## src/rtl/walk_pkg.sv

```systemverilog
package walk_pkg;
  localparam int VA_W       = 32;
  localparam int PAGE_SHIFT = 12;
  localparam int IDX_W      = 10;
  localparam int FRAME_W    = 20;
  localparam int NUM_ASID   = 4;
  localparam int ASID_W     = $clog2(NUM_ASID);
  localparam int BIT_RD     = 31;
  localparam int BIT_WR     = 30;
  localparam int BIT_NS     = 29;
  localparam int BIT_NEXT   = 28;

  // strobes from control to datapath
  typedef struct packed {
    logic accept;
    logic tblPhase;
    logic latchPde;
    logic latchRsp;
    logic rspFault;
  } walkCtl_t;

  // status from datapath to control
  typedef struct packed {
    logic baseZero;
    logic entryNext;
    logic entryPermOk;
  } walkSts_t;
endpackage

```

## src/rtl/walk_dpath.sv

```systemverilog
module walk_dpath
  import walk_pkg::*;
(
  input  logic              clk,
  input  logic              rst_n,
  input  walkCtl_t          ctl,
  output walkSts_t          sts,
  input  logic [VA_W-1:0]   reqAddr,
  input  logic [ASID_W-1:0] reqAsid,
  input  logic              reqWrite,
  input  logic              cfgWrEn,
  input  logic              cfgSel,
  input  logic [VA_W-1:0]   cfgWrData,
  input  logic [VA_W-1:0]   memRdData,
  output logic [VA_W-1:0]   memRdAddr,
  output logic              rspFault,
  output logic [VA_W-1:0]   rspPhys
);
  logic [VA_W-1:0]    baseReg [NUM_ASID];
  logic [ASID_W-1:0]  selReg;
  logic [VA_W-1:0]    heldAddr;
  logic [ASID_W-1:0]  heldAsid;
  logic               heldWrite;
  logic [FRAME_W-1:0] pdeFrame;

  logic [IDX_W-1:0]   dirIdx, tblIdx, curIdx;
  logic [FRAME_W-1:0] tableFrame;
  logic               unusedBits;

  // indirect select/data configuration pair
  always_ff @(posedge clk) begin
    if (!rst_n) begin
      selReg <= '0;
      for (int i = 0; i < NUM_ASID; i++) baseReg[i] <= '0;
    end else if (cfgWrEn) begin
      if (!cfgSel) selReg <= cfgWrData[ASID_W-1:0];
      else         baseReg[selReg] <= cfgWrData;
    end
  end

  // request holding and directory entry capture
  always_ff @(posedge clk) begin
    if (!rst_n) begin
      heldAddr  <= '0;
      heldAsid  <= '0;
      heldWrite <= 1'b0;
      pdeFrame  <= '0;
    end else begin
      if (ctl.accept) begin
        heldAddr  <= reqAddr;
        heldAsid  <= reqAsid;
        heldWrite <= reqWrite;
      end
      if (ctl.latchPde) pdeFrame <= memRdData[FRAME_W-1:0];
    end
  end

  assign dirIdx     = heldAddr[VA_W-1 -: IDX_W];
  assign tblIdx     = heldAddr[PAGE_SHIFT+IDX_W-1 -: IDX_W];
  assign curIdx     = ctl.tblPhase ? tblIdx : dirIdx;
  assign tableFrame = ctl.tblPhase ? pdeFrame : baseReg[heldAsid][FRAME_W-1:0];
  assign memRdAddr  = {tableFrame, {PAGE_SHIFT{1'b0}}} + (VA_W'(curIdx) << 2);

  assign sts.baseZero    = (baseReg[heldAsid] == '0);
  assign sts.entryNext   = memRdData[BIT_NEXT];
  assign sts.entryPermOk = heldWrite ? memRdData[BIT_WR] : memRdData[BIT_RD];

  // non-secure and spare entry bits take no part in translation
  assign unusedBits = ^{memRdData[BIT_NS], memRdData[BIT_NEXT-1:FRAME_W]};

  always_ff @(posedge clk) begin
    if (!rst_n) begin
      rspFault <= 1'b0;
      rspPhys  <= '0;
    end else if (ctl.latchRsp) begin
      rspFault <= ctl.rspFault;
      rspPhys  <= ctl.rspFault ? '0
                : {memRdData[FRAME_W-1:0], heldAddr[PAGE_SHIFT-1:0]};
    end
  end
endmodule

```

## src/rtl/walk_ctrl.sv

```systemverilog
module walk_ctrl
  import walk_pkg::*;
(
  input  logic     clk,
  input  logic     rst_n,
  input  logic     reqValid,
  output logic     reqReady,
  input  logic     memRdValid,
  output logic     memRdEn,
  output logic     rspValid,
  input  walkSts_t sts,
  output walkCtl_t ctl
);
  typedef enum logic [1:0] {S_IDLE, S_DIR, S_TBL, S_RSP} walkState_t;
  walkState_t state, nextState;

  always_ff @(posedge clk) begin
    if (!rst_n) state <= S_IDLE;
    else        state <= nextState;
  end

  always_comb begin
    nextState = state;
    ctl       = '0;
    reqReady  = 1'b0;
    memRdEn   = 1'b0;
    rspValid  = 1'b0;
    case (state)
      S_IDLE: begin
        reqReady = 1'b1;
        if (reqValid) begin
          ctl.accept = 1'b1;
          nextState  = S_DIR;
        end
      end
      S_DIR: begin
        if (sts.baseZero) begin
          ctl.latchRsp = 1'b1;
          ctl.rspFault = 1'b1;
          nextState    = S_RSP;
        end else begin
          memRdEn = 1'b1;
          if (memRdValid) begin
            if (!sts.entryNext || !sts.entryPermOk) begin
              ctl.latchRsp = 1'b1;
              ctl.rspFault = 1'b1;
              nextState    = S_RSP;
            end else begin
              ctl.latchPde = 1'b1;
              nextState    = S_TBL;
            end
          end
        end
      end
      S_TBL: begin
        ctl.tblPhase = 1'b1;
        memRdEn      = 1'b1;
        if (memRdValid) begin
          ctl.latchRsp = 1'b1;
          ctl.rspFault = !sts.entryPermOk;
          nextState    = S_RSP;
        end
      end
      default: begin
        rspValid  = 1'b1;
        nextState = S_IDLE;
      end
    endcase
  end
endmodule

```

## src/rtl/iova_walker.sv

```systemverilog
module iova_walker
  import walk_pkg::*;
(
  input  logic              clk,
  input  logic              rst_n,
  input  logic              reqValid,
  output logic              reqReady,
  input  logic [VA_W-1:0]   reqAddr,
  input  logic [ASID_W-1:0] reqAsid,
  input  logic              reqWrite,
  input  logic              cfgWrEn,
  input  logic              cfgSel,
  input  logic [VA_W-1:0]   cfgWrData,
  output logic              memRdEn,
  output logic [VA_W-1:0]   memRdAddr,
  input  logic              memRdValid,
  input  logic [VA_W-1:0]   memRdData,
  output logic              rspValid,
  output logic              rspFault,
  output logic [VA_W-1:0]   rspPhys
);
  walkCtl_t ctl;
  walkSts_t sts;

  walk_ctrl u_ctrl (
    .clk(clk), .rst_n(rst_n), .reqValid(reqValid), .reqReady(reqReady),
    .memRdValid(memRdValid), .memRdEn(memRdEn), .rspValid(rspValid),
    .sts(sts), .ctl(ctl)
  );

  walk_dpath u_dpath (
    .clk(clk), .rst_n(rst_n), .ctl(ctl), .sts(sts),
    .reqAddr(reqAddr), .reqAsid(reqAsid), .reqWrite(reqWrite),
    .cfgWrEn(cfgWrEn), .cfgSel(cfgSel), .cfgWrData(cfgWrData),
    .memRdData(memRdData), .memRdAddr(memRdAddr),
    .rspFault(rspFault), .rspPhys(rspPhys)
  );
endmodule

```

## config.mk

```make
export PLATFORM = sky130hd
export DESIGN_NAME = iova_walker
export DESIGN_NICKNAME = d
export VERILOG_FILES = /design/src/rtl/walk_pkg.sv /design/src/rtl/walk_dpath.sv /design/src/rtl/walk_ctrl.sv /design/src/rtl/iova_walker.sv
export SDC_FILE = /design/constraint.sdc
export NUM_CORES = 1
export LEC_CHECK = 0
export ABC_AREA = 0
export ABC_CLOCK_PERIOD_IN_PS = 3540
export BUFFER_PORTS_ARGS = -buffer_cell sky130_fd_sc_hd__buf_2
export CAP_MARGIN = 20
export CORE_MARGIN = 3
export CORE_UTILIZATION = 45
export DETAILED_ROUTE_END_ITERATION = 10
export PLACE_DENSITY = 0.76
export SETUP_SLACK_MARGIN = 0.5
export SLEW_MARGIN = 0
export SYNTH_ARGS = -nofsm -noshare
export SYNTH_HDL_FRONTEND = slang
export SYNTH_HIERARCHICAL = 1
export SYNTH_SLANG_ARGS = --single-unit
```

## constraint.sdc

```tcl
create_clock -name clk -period 3.54 [get_ports clk]
set_clock_uncertainty 0.05 [all_clocks]
set_input_delay 0.354 -clock clk [delete_from_list [all_inputs] [get_ports clk]]
set_output_delay 0.354 -clock clk [all_outputs]
set_load 0.03 [all_outputs]
```

* Yosys cells after proc, flatten, opt, wreduce, memory -nomap -nowiden
Memories as Yosys holds them, arrays and structs flattened. A register that Yosys moved wholly into a read port is not among the register bits.
Index checks and enable logic that the tools add are counted.
** Word-level totals
- Flip-flop bits (word level) :: 92
- Memories kept :: 1
- Input bits :: 105
- Logic and storage cells :: 60
- Bits in latches :: 0
- Memory bits (read-only) :: 0
- Memory bits (writable) :: 128
** Memories
- u_dpath.baseReg :: depth 4, bits a word 32, read ports 1, clocked after Yosys merged registers in 1, wr ports 4, RTL line walk_dpath.sv:19 : logic [VA_W-1:0] baseReg [NUM_ASID];
** Operators by class
- Eq/ne operators :: 5
- Shift-type cells :: 0
- Multiply operators :: 0
- Div/mod/pow operators :: 0
- Add/subtract/negate cells :: 1
- Reduce and logical (&&, ||, !) cells :: 9
- Order comparisons :: 0
- Bitwise gates (word level) :: 1
- Mux-type cells :: 35
** Operators with widths (count)
- $mux 32 :: 2
- $add 32x12->32 :: 1
- $logic_not 32->1 :: 1
- $reduce_or 32->1 :: 1
- $mux 2 :: 10
- $mux 20 :: 1
- $mux 1 :: 17
- $mux 10 :: 1
- $pmux 2 s3 :: 1
- $ne 2x2->1 const B :: 2
- $pmux 2 s2 :: 1
- $mux 3 :: 1
- $ne 3x3->1 const B :: 1
- $reduce_and 3->1 :: 1
- $reduce_or 3->1 :: 1
- $eq 2x1->1 const B :: 1
- $eq 2x2->1 const B :: 1
- $logic_not 1->1 :: 2
- $logic_not 2->1 :: 1
- $pmux 1 s2 :: 1
- $reduce_and 2->1 :: 1
- $logic_or 1x1->1 :: 1
- $not 1->1 :: 1

* Longest topological paths before layout
Gate-level depths: netlist of run 1.
- Depth in word-level cells :: 8
- Mapped depth :: 13
- Depth with buffers taken out :: 9

* Hierarchy
The synthesis of run 1 kept the hierarchy.
** By module, submodules not included
- walk_dpath :: sequential area each 5685.5 um2, area each 9283.9 um2, cells each 695, times used 1
- walk_ctrl :: sequential area each 40.0 um2, area each 305.3 um2, cells each 36, times used 1

* Least setup slack after synthesis of run 1
Ideal clock, no wire load.
- Kind :: register -> register
- From :: reg (tool-made name)
- To :: reg u_dpath.rspPhys[10]
- Arrival time :: 3059 ps
- Setup time :: 65 ps
- Stages on the path, launching flop included :: 13
- Buffers on the path :: 3
- Path slack :: 365 ps
- Period minus slack after synthesis :: 3175 ps
- Cells stage by stage :: dfxtp_1 > clkbuf_1 > mux4_1 > nor4_2 > nand4_1 > nor4_2 > nand2_1 > a21boi_1 > nor2b_1 > clkbuf_1 > clkbuf_1 > a21oi_1 > nor2b_1
** RTL lines
- to (signal assigned) :: RTL line walk_dpath.sv:77 : rspPhys <= ctl.rspFault ? '0
- to (decl) :: RTL line walk_dpath.sv:17 : output logic [VA_W-1:0] rspPhys

==> impl_metrics.ini, run 1 <==
[worst_setup_path]
slowest_delay_ns = 0.53
crit_top_cell = buf_6
timing.critical_path.to_type = output pin
crit_path_max_fanout = 4
worstPathRequired_ns = 3.14
critical_path_arrival_ns = 2.96
crit_chain = buf_12 -> buf_16 -> buf_6 -> mux4_2 -> nor4_4 -> nand4_1 -> nor4_2 -> buf_4 -> nor2b_2 -> o21a_1 -> buf_6
critPathSlowestCell = mux4_2
timing_worst_setup_path_type = reg -> out
worst_setup_path_start_kind = flop

[placed_design]
detailedPlace.worstSlack_ns = 0.1865
io_buffer_count = 161
place.detailed.instances = 1139
placer_congestion = 0.7782
detailed_place_hpwl_um = 13990

[cts]
cts.hold.buffers_added = 0
clk_slew_on_worst_s_h_paths_ns = 0.06
cts_tree = yes
worst_skew_pair.late_latency_ns = 0.50
tritoncts.num_buffers = 24
clkSinkCount = 222
clk_tree_root_cell = clkbuf_16
clock_tree.buffer_depth = 3
cts.htree.levels = 1

[power_and_ir_drop]
seq_power_share_pct = 41.4
power_frac_comb_pct = 24.5
total_leakage_power_nw = 4.835
relative_contribution_of_the_clock_network_to_total_power_pct = 34.1
power.share.switching_pct = 28.39
power.density_cell_area_nw_per_um2 = 601.6
power_switching_w = 0.002066
worst_ir_drop_vdd_v = 0.0004695
p_int_w = 0.005213

[floorplan]
floorplan.initialDensity_pct = 46.64
die-area_sq_um = 23100
fp-row-count = 52
die_y_um = 152.0
die_width_um = 152.0
core_area_sq_um = 20560
ios = 173

[synthesis]
synth.area.top_cells = edfxtp_1 40%, dfxtp_1 20%, and2_1 8.4%
synth-edff-count = 128
synthesis.yosys.warnings = 6
synth_compound_area_share_pct = 2.858
post_synth.cell_area_avg_sq_um = 13.12
post_synth_inst_count = 731
synth_largest_area_cell = edfxtp_1
synthAdderAreaFrac_pct = 0.6524
synth_top_cell_area_share_pct = 40.08
synth.distinct_cells = 43
post_synth_instance_area_sq_um = 9589
share_of_synthesized_area_spent_on_multiplexers_pct = 14.78
synth_top_family_by_area = simple AND/OR/NAND/NOR gates
postSynth.asyncResetShare_pct = 0
ys_seq_area_share_pct = 59.71
postSynth.topFlopCell = edfxtp_1
xor_xnor_fraction_of_synth_area_pct = 0
synth-simple-area-share_pct = 19.64
synth.ff_latch_count = 222

[timing]
setup_viol_count_final = 0
hold-worst-slack_ns = 0.07282
layout_min_cycle_time_ns = 3.366
slew_at_the_pin_with_the_worst_max_slew_slack_ns = 1.125
postLayoutSetupSlackWorst_ns = 0.1741
layout_worst_path_cycle_share_pct = 95.08
timing.max_slew.rel_slack_pct = 25.01
finalSetupTns_ns = 0
maxClockFrequency_mhz = 297.1
timing.final.hold_violations = 0
slew_violations = 0
unrepaired_setup_endpoints_after_global_routing = yes

[grt]
global_route_total_usage_across_every_layer_pct = 18.44
grt_start_max_net_pins = 91
vias_in_the_first_global_route = 6117
grt_pass1_wl_um = 34350
global_route.overflow_total = 0
antenna_found_initial = 1

[run]
drv.max_cap_violation_count = 0

[layout]
num-fill-cells = 1643
design.final.nets = 1035
area_growth_pct = 26.17
final_layout_size_suffix_gt1_share_pct = 34.78
finish.utilization_pct = 58.85
mostFrequentLayoutCells = 160 x buf_2, 128 x and2_1, 128 x edfxtp_1
number_of_non_filler_instances_in_the_completed_layout = 1215
final_common_cell = buf_2

[outcome]
run_status = complete, no violations

[drt]
first_iter_violations = 275
ant_nets = 0
vias_per_cell = 4.989
post-route-drc-count = 0
wl_per_cell_um = 18.30
detail_route.first_pass.iterations = 4
via_count = 6062
finalWirelength_um = 22240

[min_path]
hold_path_class = in -> reg
## flip-flops by register name, summed over array words and instances (netlist names), named ones only
register and cells:
u_ctrl/state 2, u_dpath/baseReg 128, u_dpath/heldAddr 32, u_dpath/heldAsid 2, u_dpath/heldWrite 1, u_dpath/pdeFrame 20
u_dpath/rspFault 1, u_dpath/rspPhys 32, u_dpath/selReg 2
## timing repair
item / 4_1_cts / 5_1_grt
endpoints found under the hold margin: 0 / 0
resized for setup: 25 / 12
endpoints found under the setup margin: 54 / 49
pin swaps: 4 / 6
buffers inserted: 18 / 5
cloned: 5 / 2
## layer usage
layer	GRT usage, %	vias to the layer above	share of wire, %
met5	0	-	0.058
met4	3.211	2	1.4
met2	31.63	176	49
met1	24.62	2881	43
met3	3.982	33	5.7
li1	-	2970	-
## worst max-delay path: cells and delay by family (launching register included)
kind / cells / cell delay [ns]
and+or+nand+nor: 4 / 0.74
buffers and inverters: 5 / 0.63
DFF: 1 / 0.37
muxes: 1 / 0.53
AOI/OAI and AO/OA: 1 / 0.18
## synthesized netlist by cell type (2+ instances only)
library cell,number
and2_1,129
edfxtp_1,128
nor2b_1,128
dfxtp_1,94
mux2i_1,58
clkbuf_1,37
a21oi_1,33
mux2_2,31
mux4_2,17
nor4_1,12
ha_1,5
nand2b_1,5
mux4_1,4
or4_1,4
buf_2,3
buf_4,3
inv_1,3
nand2_1,3
nand3_1,3
nand4_1,3
a21boi_1,2
nor3_1,2
nor3b_1,2
nor4_2,2
o21ai_1,2
## stage by stage
stage | total power [W] | instance area, sq um
floorplan | 0.004144 | 9598
global placement | 0.004589 | 10790
detailed placement | 0.004611 | 10790
CTS | 0.007282 | 11950
global route | 0.007571 | 12090
finish | 0.007279 | 12100
## power by group through the flow
stage | combinational, W | sequential, W | clock [W]
2_1_floorplan | 0.00106 | 0.00309 | 0
3_3_place_gp | 0.00153 | 0.00306 | 0
3_5_place_dp | 0.00155 | 0.00306 | 0
4_1_cts | 0.00174 | 0.00301 | 0.00253
5_1_grt | 0.00191 | 0.00303 | 0.00263
6_report | 0.00179 | 0.00301 | 0.00248
## final cells by class
class                      count  area [sq um]  share of cell area, %
multi-input combinational    461          3741                  30.92
sequential                   222          5731                  47.36
clock buffer                  32         666.9                  5.512
tap                          270         337.8                  2.792
antenna                        2         5.005                0.04137
timing repair buffer         213          1480                  12.23
clock inverter                12         126.4                  1.044
inverter                       3         11.26                0.09307
## final timing paths
| path | start | slack [ns] | cells past startpoint | endpoint |
|---|---|---|---|---|
| worst max-delay path | flop | 0.17 | 11 | memRdEn |
| worst min-delay path | memRdData[19] | 0.07 | 3 | u_dpath/rspPhys[31] |
| worst max register to register | flop | 0.19 | 16 | u_dpath/rspPhys[30] |
| worst min register to register | u_dpath/heldAddr[26] | 0.46 | 2 | u_dpath/heldAddr[26] |
## logic make-up after synthesis
| kind of cell | Yosys count |
|---|---|
| multiplexers | 110 |
| AO/OA/AOI/OAI | 46 |
| buffers and inverters | 49 |
| other | 1 |
| adder cells (fa/ha/maj) | 5 |
| AND/OR/NAND/NOR | 298 |
| flip-flops | 222 |
Power figures use the tool's default switching activity.
==> inputs of run 2 (changes only) <==
--- a/config.mk
+++ b/config.mk
@@ -11,9 +11,10 @@
 export CAP_MARGIN = 20
 export CORE_MARGIN = 3
 export CORE_UTILIZATION = 45
+export CTS_BUF_LIST = sky130_fd_sc_hd__clkbuf_4
 export DETAILED_ROUTE_END_ITERATION = 10
 export PLACE_DENSITY = 0.76
-export SETUP_SLACK_MARGIN = 0.5
+export SETUP_SLACK_MARGIN = 0.3
 export SLEW_MARGIN = 0
 export SYNTH_ARGS = -nofsm -noshare
 export SYNTH_HDL_FRONTEND = slang
==> impl_metrics.ini, run 2 (same netlist as run 1, synthesis figures left out) <==
[layout]
regMostFlops = u_dpath/baseReg
biggestRegsByFlops = u_dpath/baseReg: 128 flops, u_dpath/heldAddr: 32 flops, u_dpath/rspPhys: 32 flops
final_common_cell = buf_2
num-fill-cells = 1534
final_layout_size_suffix_gt1_share_pct = 36.96
max_reg_flops = 128
final_cell_area_sq_um = 12950
finish.utilization_pct = 63.01
number_of_non_filler_instances_in_the_completed_layout = 1357
mostFrequentLayoutCells = 160 x buf_2, 128 x and2_1, 128 x edfxtp_1
design.final.nets = 1151
area_growth_pct = 35.10

[timing]
layout_worst_path_cycle_share_pct = 95.55
setup_viol_count_final = 0
maxClockFrequency_mhz = 295.6
timing.max_slew.rel_slack_pct = 50.24
slew_at_the_pin_with_the_worst_max_slew_slack_ns = 0.7413
slew_violations = 0
unrepaired_setup_endpoints_after_global_routing = yes
layout_min_cycle_time_ns = 3.382
timing.final.hold_violations = 0

[worst_setup_path]
crit_path_max_fanout = 7
timing_worst_setup_path_type = reg -> out
worst_setup_path_start_kind = flop
timing.critical_path.to_type = output pin
critical_path_arrival_ns = 2.98
worstPathRequired_ns = 3.14

[grt]
vias_in_the_first_global_route = 7094
global_route.overflow_total = 0
antenna_found_initial = 2
grt_start_max_net_pins = 92
global_route_total_usage_across_every_layer_pct = 19.59
grt_pass1_wl_um = 36920

[min_path]
hold_path_class = in -> reg

[cts]
tritoncts.num_buffers = 56
clk_tree_root_cell = clkbuf_4
worst_skew_pair.late_latency_ns = 0.68
clkSinkCount = 222
clk_slew_on_worst_s_h_paths_ns = 0.07
cts.htree.levels = 2
cts_tree = yes
clock_tree.buffer_depth = 3

[placed_design]
io_buffer_count = 161
placer_congestion = 0.7968
place.detailed.instances = 1146
detailed_place_hpwl_um = 14240
placed_area_sq_um = 10810

[power_and_ir_drop]
power.density_cell_area_nw_per_um2 = 540.1
worst_ir_drop_vdd_v = 0.0003064
total_leakage_power_nw = 5.234

[floorplan]
die-area_sq_um = 23100
die_width_um = 152.0
die_y_um = 152.0
floorplan.initialDensity_pct = 46.64
ios = 173
fp-row-count = 52
core_area_sq_um = 20560

[drt]
detail_route.first_pass.iterations = 4
ant_nets = 0
first_iter_violations = 269
vias_per_cell = 4.900
finalWirelength_um = 24200
post-route-drc-count = 0
wl_per_cell_um = 17.83
via_count = 6649

[run]
drv.max_cap_violation_count = 0

[outcome]
run_status = complete, no violations
-- run 2: area by class of cell --
type / instances / area [sq um] / share of cell area [%]
Sequential cell: 222 / 5733 / 44.25
Multi-Input combinational cell: 461 / 3925 / 30.30
Timing Repair Buffer: 297 / 2217 / 17.11
Clock buffer: 88 / 660.6 / 5.099
Tap cell: 270 / 337.8 / 2.608
Clock inverter: 14 / 65.06 / 0.5022
Inverter: 3 / 11.26 / 0.08692
Antenna cell: 2 / 5.005 / 0.03863
-- run 2: metrics by stage --
step	power [W]	worst slack [ns]	TNS, ns	hold slack, ns
after floorplan	0.004142	0.3654	0	0.4262
after global placement	0.004586	0.1850	0	0.4353
after detailed placement	0.004610	0.09269	0	0.4428
after CTS	0.006896	0.06545	0	0.04451
after global routing	0.007333	-0.007036	-0.007036	0.08467
final	0.006996	0.1576	0	0.08848
-- run 2: per-layer routing --
metal  up-vias  global-route usage [%]  share of wire (%)
met2       197                   33.13                 50
met3        45                   4.835                5.0
met4         0                   6.293                2.0
li1       3235                       -                  -
met5         -                       0                  0
met1      3172                   24.89                 43
-- run 2: what timing repair did --
item,CTS,global route
setup endpoints to repair,36,34
cloned,0,5
pin swaps,4,25
resized for setup,17,52
setup buffers,9,5
hold buffers,88,0
endpoints found under the hold margin,206,0
-- run 2: worst paths after layout --
| check | start | end | slack, ns | cells after the start |
|---|---|---|---|---|
| setup / recovery | flop | memRdEn | 0.16 | 9 |
| hold / removal | cfgSel | u_dpath/selReg[1] | 0.09 | 4 |
| setup reg to reg | flop | u_dpath/rspPhys[1] | 0.27 | 16 |
| hold reg to reg | u_dpath/heldAddr[20] | u_dpath/heldAddr[20] | 0.46 | 2 |
-- run 2: power breakdown --
| group | leakage [nW] | internal [W] | switching, W | total (W) |
|---|---|---|---|---|
| Combinational | 2.74 | 0.000815 | 0.00102 | 0.00183 |
| Clock | 0.427 | 0.00113 | 0.00101 | 0.00214 |
| Sequential | 2.07 | 0.00292 | 0.0000988 | 0.00302 |
-- run 2: worst max-delay path, stage by stage, from the launching register on --
cell,delay [ns]
dfxtp_4,0.42
buf_8,0.15
mux4_2,0.54
nor4_2,0.29
nand2_1,0.16
nor4_4,0.24
buf_4,0.16
nor2b_2,0.04
o21a_1,0.18
buf_6,0.14
